--- config.mk ---
export PLATFORM = sky130hd
export DESIGN_NAME = rx_burst_coalescer
export DESIGN_NICKNAME = d
export VERILOG_FILES = /design/src/rtl/rxbc_pkg.sv /design/src/rtl/rxbc_gap_timer.sv /design/src/rtl/rxbc_accum.sv /design/src/rtl/rxbc_status.sv /design/src/rtl/rx_burst_coalescer.sv
export SDC_FILE = /design/constraint.sdc
export NUM_CORES = 1
export LEC_CHECK = 0
export BUFFER_PORTS_ARGS = -buffer_cell sky130_fd_sc_hd__buf_2
export CORE_MARGIN = 5
export CORE_UTILIZATION = 43
export CTS_CLUSTER_DIAMETER = 30
export DETAILED_ROUTE_END_ITERATION = 12
export SYNTH_ARGS = -nofsm -noshare
export SYNTH_HDL_FRONTEND = slang
export SYNTH_SLANG_ARGS = --single-unit
--- constraint.sdc ---
create_clock -name clk -period 8 [get_ports clk]
set_clock_uncertainty 0.15 [all_clocks]
set_input_delay 1.2 -clock clk [delete_from_list [all_inputs] [get_ports clk]]
set_output_delay 1.2 -clock clk [all_outputs]
set_load 0.01 [all_outputs]
--- src/rtl/rxbc_pkg.sv ---
package rxbc_pkg;
  typedef enum logic {ST_IDLE, ST_BURST} state_t;

  localparam logic [7:0] OFS_SOF    = 8'h26;
  localparam logic [7:0] OFS_FRAMES = 8'h28;
  localparam logic [7:0] OFS_BYTES  = 8'h2A;
  localparam logic [7:0] OFS_STAT   = 8'h2C;
  localparam int         STAT_DONE_BIT = 7;
  localparam int         DATA_W = 16;
  localparam logic [1:0] MODE_STREAM = 2'b11;
endpackage

--- src/rtl/rxbc_gap_timer.sv ---
module rxbc_gap_timer #(
  parameter int LIMIT = 13000
) (
  input  logic clk,
  input  logic rst_n,
  input  logic run_i,
  input  logic restart_i,
  output logic expire_o
);
  localparam int CW = $clog2(LIMIT + 1);
  localparam logic [CW-1:0] LAST = CW'(LIMIT - 1);

  logic [CW-1:0] cnt_q, cnt_d;

  assign expire_o = run_i && (cnt_q == LAST);

  always_comb begin
    if (restart_i || !run_i || expire_o) cnt_d = '0;
    else                                 cnt_d = cnt_q + 1'b1;
  end

  always_ff @(posedge clk or negedge rst_n) begin
    if (!rst_n) cnt_q <= '0;
    else        cnt_q <= cnt_d;
  end


  gap_range_chk: assert property (@(posedge clk) disable iff (!rst_n)
    cnt_q <= LAST);
endmodule

--- src/rtl/rxbc_accum.sv ---
module rxbc_accum #(
  parameter int ADDR_W = 16,
  parameter int LEN_W  = 11,
  parameter int CNT_W  = 16
) (
  input  logic              clk,
  input  logic              rst_n,
  input  logic              start_i,
  input  logic              add_i,
  input  logic              pub_i,
  input  logic [ADDR_W-1:0] addr_i,
  input  logic [LEN_W-1:0]  len_i,
  output logic [ADDR_W-1:0] pub_sof_o,
  output logic [CNT_W-1:0]  pub_frames_o,
  output logic [CNT_W-1:0]  pub_bytes_o
);
  logic [ADDR_W-1:0] run_sof_q, run_sof_d;
  logic [CNT_W-1:0]  run_frames_q, run_frames_d;
  logic [CNT_W-1:0]  run_bytes_q, run_bytes_d;
  logic              run_en;

  assign run_en = start_i || add_i;

  always_comb begin
    run_sof_d    = run_sof_q;
    run_frames_d = run_frames_q;
    run_bytes_d  = run_bytes_q;
    if (start_i) begin
      run_sof_d    = addr_i;
      run_frames_d = CNT_W'(1);
      run_bytes_d  = CNT_W'(len_i);
    end else if (add_i) begin
      run_frames_d = run_frames_q + 1'b1;
      run_bytes_d  = run_bytes_q + CNT_W'(len_i);
    end
  end

  always_ff @(posedge clk or negedge rst_n) begin
    if (!rst_n) begin
      run_sof_q    <= '0;
      run_frames_q <= '0;
      run_bytes_q  <= '0;
    end else if (run_en) begin
      run_sof_q    <= run_sof_d;
      run_frames_q <= run_frames_d;
      run_bytes_q  <= run_bytes_d;
    end
  end

  always_ff @(posedge clk or negedge rst_n) begin
    if (!rst_n) begin
      pub_sof_o    <= '0;
      pub_frames_o <= '0;
      pub_bytes_o  <= '0;
    end else if (pub_i) begin
      pub_sof_o    <= run_sof_q;
      pub_frames_o <= run_frames_q;
      pub_bytes_o  <= run_bytes_q;
    end
  end


  frame_step_chk: assert property (@(posedge clk) disable iff (!rst_n)
    (add_i && !start_i) |=> run_frames_q == $past(run_frames_q) + 1'b1);
endmodule

--- src/rtl/rxbc_status.sv ---
module rxbc_status
  import rxbc_pkg::*;
#(
  parameter int ADDR_W = 16,
  parameter int CNT_W  = 16
) (
  input  logic              clk,
  input  logic              rst_n,
  input  logic              set_i,
  input  logic              rd_i,
  input  logic [7:0]        addr_i,
  input  logic [ADDR_W-1:0] sof_i,
  input  logic [CNT_W-1:0]  frames_i,
  input  logic [CNT_W-1:0]  bytes_i,
  output logic [DATA_W-1:0] rdata_o
);
  logic done_q, done_d, clr;

  assign clr = rd_i && (addr_i == OFS_STAT);

  always_comb begin
    if (set_i)    done_d = 1'b1;
    else if (clr) done_d = 1'b0;
    else          done_d = done_q;
  end

  always_ff @(posedge clk or negedge rst_n) begin
    if (!rst_n) done_q <= 1'b0;
    else        done_q <= done_d;
  end

  always_comb begin
    rdata_o = '0;
    case (addr_i)
      OFS_SOF:    rdata_o = DATA_W'(sof_i);
      OFS_FRAMES: rdata_o = DATA_W'(frames_i);
      OFS_BYTES:  rdata_o = DATA_W'(bytes_i);
      OFS_STAT:   rdata_o[STAT_DONE_BIT] = done_q;
      default:    rdata_o = '0;
    endcase
  end


  done_set_chk: assert property (@(posedge clk) disable iff (!rst_n)
    set_i |=> done_q);

  done_clear_chk: assert property (@(posedge clk) disable iff (!rst_n)
    (clr && !set_i) |=> !done_q);
endmodule

--- src/rtl/rx_burst_coalescer.sv ---
module rx_burst_coalescer
  import rxbc_pkg::*;
#(
  parameter int CLK_MHZ = 250,
  parameter int GAP_US  = 52,
  parameter int ADDR_W  = 16,
  parameter int LEN_W   = 11,
  parameter int CNT_W   = 16
) (
  input  logic              clk,
  input  logic              rst_n,
  input  logic [1:0]        cfg_base_mode_i,
  input  logic              eof_i,
  input  logic              len_ok_i,
  input  logic              crc_ok_i,
  input  logic              da_ok_i,
  input  logic [LEN_W-1:0]  frame_len_i,
  input  logic [ADDR_W-1:0] buf_addr_i,
  input  logic [7:0]        host_addr_i,
  input  logic              host_rd_i,
  output logic [15:0]       host_rdata_o,
  output logic [1:0]        mode_o,
  output logic              irq_rx_ok_o,
  output logic              irq_rx_dma_o
);
  localparam int LIMIT = CLK_MHZ * GAP_US;

  logic [1:0] rst_sync_q;
  logic       rst_n_int;

  always_ff @(posedge clk or negedge rst_n) begin
    if (!rst_n) rst_sync_q <= 2'b00;
    else        rst_sync_q <= {rst_sync_q[0], 1'b1};
  end
  assign rst_n_int = rst_sync_q[1];

  state_t state_q, state_d;
  logic   good, bad, expire;
  logic   start, add, close;
  logic   irq_ok_q, irq_dma_q;
  logic [ADDR_W-1:0] pub_sof;
  logic [CNT_W-1:0]  pub_frames, pub_bytes;

  assign good = eof_i && len_ok_i && crc_ok_i && da_ok_i;
  assign bad  = eof_i && !good;

  always_comb begin
    state_d = state_q;
    start   = 1'b0;
    add     = 1'b0;
    close   = 1'b0;
    case (state_q)
      ST_IDLE: begin
        if (good) begin
          start   = 1'b1;
          state_d = ST_BURST;
        end
      end
      ST_BURST: begin
        if (expire) begin
          close = 1'b1;
          if (good) start = 1'b1;
          else      state_d = ST_IDLE;
        end else if (bad) begin
          close   = 1'b1;
          state_d = ST_IDLE;
        end else if (good) begin
          add = 1'b1;
        end
      end
      default: state_d = ST_IDLE;
    endcase
  end

  always_ff @(posedge clk or negedge rst_n_int) begin
    if (!rst_n_int) begin
      state_q   <= ST_IDLE;
      irq_ok_q  <= 1'b0;
      irq_dma_q <= 1'b0;
    end else begin
      state_q   <= state_d;
      irq_ok_q  <= close;
      irq_dma_q <= close;
    end
  end

  rxbc_gap_timer #(.LIMIT(LIMIT)) u_timer (
    .clk       (clk),
    .rst_n     (rst_n_int),
    .run_i     (state_q == ST_BURST),
    .restart_i (start || add),
    .expire_o  (expire)
  );

  rxbc_accum #(.ADDR_W(ADDR_W), .LEN_W(LEN_W), .CNT_W(CNT_W)) u_accum (
    .clk          (clk),
    .rst_n        (rst_n_int),
    .start_i      (start),
    .add_i        (add),
    .pub_i        (close),
    .addr_i       (buf_addr_i),
    .len_i        (frame_len_i),
    .pub_sof_o    (pub_sof),
    .pub_frames_o (pub_frames),
    .pub_bytes_o  (pub_bytes)
  );

  rxbc_status #(.ADDR_W(ADDR_W), .CNT_W(CNT_W)) u_status (
    .clk      (clk),
    .rst_n    (rst_n_int),
    .set_i    (close),
    .rd_i     (host_rd_i),
    .addr_i   (host_addr_i),
    .sof_i    (pub_sof),
    .frames_i (pub_frames),
    .bytes_i  (pub_bytes),
    .rdata_o  (host_rdata_o)
  );

  assign mode_o       = (state_q == ST_BURST) ? MODE_STREAM : cfg_base_mode_i;
  assign irq_rx_ok_o  = irq_ok_q;
  assign irq_rx_dma_o = irq_dma_q;


  open_burst_chk: assert property (@(posedge clk) disable iff (!rst_n_int)
    (state_q == ST_IDLE && good) |=> (mode_o == MODE_STREAM && !irq_rx_dma_o));

  bad_close_chk: assert property (@(posedge clk) disable iff (!rst_n_int)
    (state_q == ST_BURST && bad) |=> (irq_rx_dma_o && state_q == ST_IDLE));

  idle_ignore_chk: assert property (@(posedge clk) disable iff (!rst_n_int)
    (state_q == ST_IDLE && bad) |=> (!irq_rx_dma_o && state_q == ST_IDLE));

  irq_pair_chk: assert property (@(posedge clk) disable iff (!rst_n_int)
    irq_rx_ok_o == irq_rx_dma_o);
endmodule

Word-level counts from Yosys, hierarchy flattened
Cells that the tools add are included.
{"block": "totals", "wordCells": 58, "n_memories": 0, "regBits": 115, "output_inout_bits": 20, "rom_bits": 0, "ram_bits": 0, "input_bits": 44, "latchBits": 0}
{"block": "op_classes", "n_mux": 23, "bitwise_logic": 1, "n_reduce_logical": 15, "multipliers": 0, "addsub": 3, "eq_ne": 5, "shifts": 0, "n_div": 0, "magnitude_cmp": 0}
{"op": "$mux 16", "count": 4}
{"op": "$eq 8x6->1 const B", "count": 4}
{"op": "$pmux 8 s3", "count": 1}
{"op": "$pmux 7 s3", "count": 1}
{"op": "$add 16x1->16 const B", "count": 1}
{"op": "$add 16x11->16", "count": 1}
{"op": "$add 14x1->14 const B", "count": 1}
{"op": "$eq 14x14->1 const B", "count": 1}
{"op": "$mux 14", "count": 1}
{"op": "$mux 1", "count": 12}
{"op": "$logic_and 1x1->1", "count": 6}
{"op": "$pmux 1 s2", "count": 2}
{"op": "$pmux 1 s4", "count": 1}
{"op": "$reduce_and 2->1", "count": 2}
{"op": "$reduce_bool 2->1", "count": 2}
{"op": "$logic_or 1x1->1", "count": 3}
{"op": "$logic_not 1->1", "count": 2}
{"op": "$mux 2", "count": 1}
{"op": "$not 1->1", "count": 1}

Logic depth before layout (Yosys ltp)
{"block": "depth", "ltp_word": 12, "depth_mapped": 8, "ltp_nobuf": 8}

By module
Synthesis repeated with hierarchy kept, for this count alone.
{"block": "unflattened", "cells_unflattened": 485, "area_unflattened_um2": 5763.0}
{"mod": "rxbc_accum", "area_each_um2": 4337.9, "instances": 1, "seq_area_each_um2": 2402.3, "cells_per_inst": 349}
{"mod": "rxbc_gap_timer", "area_each_um2": 704.4, "instances": 1, "seq_area_each_um2": 350.3, "cells_per_inst": 71}
{"mod": "rxbc_status", "area_each_um2": 543.0, "instances": 1, "seq_area_each_um2": 25.0, "cells_per_inst": 48}
{"mod": "rx_burst_coalescer", "area_each_um2": 177.7, "instances": 1, "seq_area_each_um2": 100.1, "cells_per_inst": 17}

Worst setup path after synthesis
Ideal clock, no wire load.
{"block": "synth_timing", "path_kind": "input -> output", "start": "input host_addr_i[7]", "end": "output host_rdata_o[0]", "n_path_buf": 1, "stages": 7, "slack_ns": 4.031, "required_time_ns": 6.650, "t_arrival_ns": 2.619, "cell_sequence": "nand2b_1 -> nor4_1 -> nand2_1 -> nor3b_1 -> clkbuf_1 -> nand2_1 -> o21ai_0"}
{"block": "synth_via", "elab_chain_len": 2, "word_cells_on_any_way": 4}
{"item": "from (decl)", "line_no": "rx_burst_coalescer.sv:19", "text": "input logic [7:0] host_addr_i,"}
{"item": "$eq 8x6->1", "line_no": "rxbc_status.sv:34", "text": "case (addr_i)"}
{"item": "$pmux 7 s3 *", "line_no": "rxbc_status.sv:34"}
{"item": "to (decl)", "line_no": "rx_burst_coalescer.sv:21", "text": "output logic [15:0] host_rdata_o,"}
Every way passes the cells marked *; elsewhere a longest branch is shown, timed or not.

Final worst setup path
{"block": "layout_timing", "start": "input host_addr_i[7]", "end": "output host_rdata_o[4]"}
The elaborated chain is that of the path after synthesis.

==> out/qor.txt <==
Status: complete, no violations
Routed vias: 4056
Setup Crit Path Kind: input port to output port
RSZ-0062 raised after global routing: no
Final setup TNS: 0 ps
Most common cell after layout, fill and taps aside: dfrtp_1
Fraction of power spent switching nets: 25.41%
Detailed Route WL: 12660 µm
CTS tree: yes
Startpoint types: input port
Util after Layout: 52.60%
Starting DRT DRC Count: 234
Internal power: 0.001396 W
Largest net degree at the start of global routing: 66
Maximum clock frequency: 224.8 MHz
Core Area: 12670 µm²
Hold crit path type: flop to async pin
Post-synth EDFFs: 0
DR WL/cell: 16.25 µm
First-pass GRT wire length: 20400 µm
Clk sinks: 115
Die area: 15330 µm²
Hold_buf cts: 0
Synth top area cells: dfrtp_1 (52%), mux2_2 (7.9%), nand2_1 (6.8%), nor2_1 (3.2%), mux2i_1 (3.1%)
Synth top area share: 51.65%
Num rows: 41
Chip height: 123.8 µm
Commonest cells after routing, fill and taps aside: dfrtp_1 (114), nand2_1 (101), buf_2 (63)
Num CTS Buffers: 17
CTS Root Cell: clkbuf_16
Slack of the critical path: 3552 ps
Initial antenna violation count: 0
CP Cell Sequence: buf_2, nand2b_1, nor4_1, nand2_1, nor3b_2, nand2_1, o21ai_0, buf_2
Critical path's slowest cell: nor3b_2
Yosys warning count: 0
Share of the yosys chip area belonging to registers: 51.65%
IO buf count: 63
Seq cells post-synth: 115
Post-synth ARST share: 100.0%
Crit-path max FO: 15
Layout cells sized above 1: 24.71%
Sw power: 0.0004754 W
WP data arrival: 3100 ps
CTS max path bufs: 2
Pre-Repair DR Iteration Count: 5
Endpoint class of the critical path: output port
Initial Util: 43.97%
Clock slew at reported path FFs: 50 ps
Leak: 3.120 nW
Flop pwr share: 41.0%
Crit path largest cell delay: 810 ps
CTS HTree Levels: 4
Cell Count Post-Placement: 747
Pins over their slew limit: 0
Post_cts resized: 0
Total design power: 0.001871 W
Power per cell area: 280.7 nW/µm²
Slew HR: 34.46%
RePlAce Congestion: 0.7947
Vias in the first global route: 3960
Final period util: 55.61%
Pre-CTS setup slack: 3563 ps
Antenna Violating Nets Remaining: 0
GRT Total Usage: 17.58%
Max-cap violations: 0
Final setup fails: 0
Slew @ Worst Pin: 978.8 ps
Synth area leader: dfrtp_1
Clock Latency Late Sink: 410 ps
Post-layout min period: 4448 ps
Final Non-Filler Cells: 779
Diode count: 0
CP required: 6650 ps
Via density: 5.207
IO Count: 64
Hpwl dp: 8745 µm
Synth cell types: 55
Final hold viol count: 0
Nets: 652
Ys flop type: dfrtp_1
Post-CTS setup buffers: 0
Die span in x: 123.8 µm
Mapped Area: 5572 µm²
Mapped Cells: 531
Gr ovfl total: 0
P&R area growth vs syn: 19.63%
Drc violations: 0
Clock power share: 45.8%
Comb pwr share: 13.2%
Syn_area_per_cell: 10.49 µm²
Syn_nets: 589
Maximum vdd drop: 0.1436 mV
-- critical path, delay by kind of cell --
family / cells / cell delay [ps]
simple gates: 5 / 1480
compound gates: 1 / 130
buf+inv: 2 / 270
-- flip-flops by register name (all words and copies together), names as in the netlist --
| register | flops |
|---|---|
| irq_rx_dma_o | 1 |
| rst_sync_q | 2 |
| state_q | 1 |
| u_accum.pub_bytes_o | 16 |
| u_accum.pub_frames_o | 16 |
| u_accum.pub_sof_o | 16 |
| u_accum.run_bytes_q | 16 |
| u_accum.run_frames_q | 16 |
| u_accum.run_sof_q | 16 |
| u_status.done_q | 1 |
| u_timer.cnt_q | 14 |
-- worst paths after layout --
kind	from	end	slack [ps]	depth (start not counted)
worst max-delay path	host_addr_i[7]	host_rdata_o[4]	3550	8
worst min-delay path	rst_sync_q[1]$_DFF_PN0_	u_accum.run_bytes_q[8]$_DFFE_PN0P_	200	0
worst max register to register	u_accum.run_bytes_q[0]$_DFFE_PN0P_	u_accum.run_bytes_q[14]$_DFFE_PN0P_	4810	8
worst min register to register	rst_sync_q[1]$_DFF_PN0_	u_accum.run_bytes_q[8]$_DFFE_PN0P_	200	0
max in group asynchronous	rst_sync_q[1]$_DFF_PN0_	u_accum.run_frames_q[2]$_DFFE_PN0P_	6210	1
min in group clk	rst_sync_q[0]$_DFF_PN0_	rst_sync_q[1]$_DFF_PN0_	200	0
-- layout make-up --
| class | instances | area [µm²] |
|---|---|---|
| tap | 172 | 215.2 |
| fill | 1177 | 6006 |
| multi-input combinational | 388 | 2535 |
| inverter | 6 | 22.52 |
| timing repair buffer | 66 | 337.8 |
| clock inverter | 14 | 234.0 |
| clock buffer | 18 | 439.2 |
| sequential | 115 | 2882 |
-- metal layers --
layer	global-route usage [%]	wire length (µm)	share of wire, %	vias to the layer above
met1	24.65	6195	49	1979
li1	-	-	-	1956
met3	4.995	778	6.1	10
met5	0	0	0	-
met4	5.606	113	0.89	0
met2	26.39	5571	44	111
-- power by group through the flow --
stage | Clock, W | Sequential [W] | Combinational, W
2_1_floorplan | 0 | 0.000739 | 0.000193
3_3_place_gp | 0 | 0.000774 | 0.000237
3_5_place_dp | 0 | 0.000777 | 0.000247
4_1_cts | 0.000872 | 0.000767 | 0.000248
5_1_grt | 0.000899 | 0.000779 | 0.000279
6_report | 0.000858 | 0.000766 | 0.000247
-- cell families after synthesis --
group	after synthesis	synth area share [%]
simple gates	203	16.30
xor+xnor	32	5.030
flops	115	51.65
mux	65	12.76
buf+inv	28	2.942
other cells	1	0.06731
compound gates	73	7.972
fa+ha+maj	14	3.279
-- Yosys cell counts, drive strengths merged (2+ instances only) --
library cell	count
a21oi	15
mux2i	17
nand3	14
nand2	104
o311ai	2
o21bai	2
nor3b	2
nor2	49
nand4	5
a211oi	2
nor4	3
o21ai	31
a31oi	5
nor3	3
or2	4
a21o	2
mux2	48
o22ai	2
inv	6
xor2	18
nand2b	3
and4	2
xnor2	14
o21a	2
dfrtp	115
or3	2
clkbuf	8
ha	13
o211ai	2
and3	5
buf	14
-- per-stage QoR --
stage	hold WS, ps	cell area, µm²
after floorplan	181.2	5572
after global placement	187.1	5992
after detailed placement	191.1	5992
after CTS	202.9	6665
after global routing	215.6	6665
final	197.9	6665
Power figures use the tool's default switching activity.
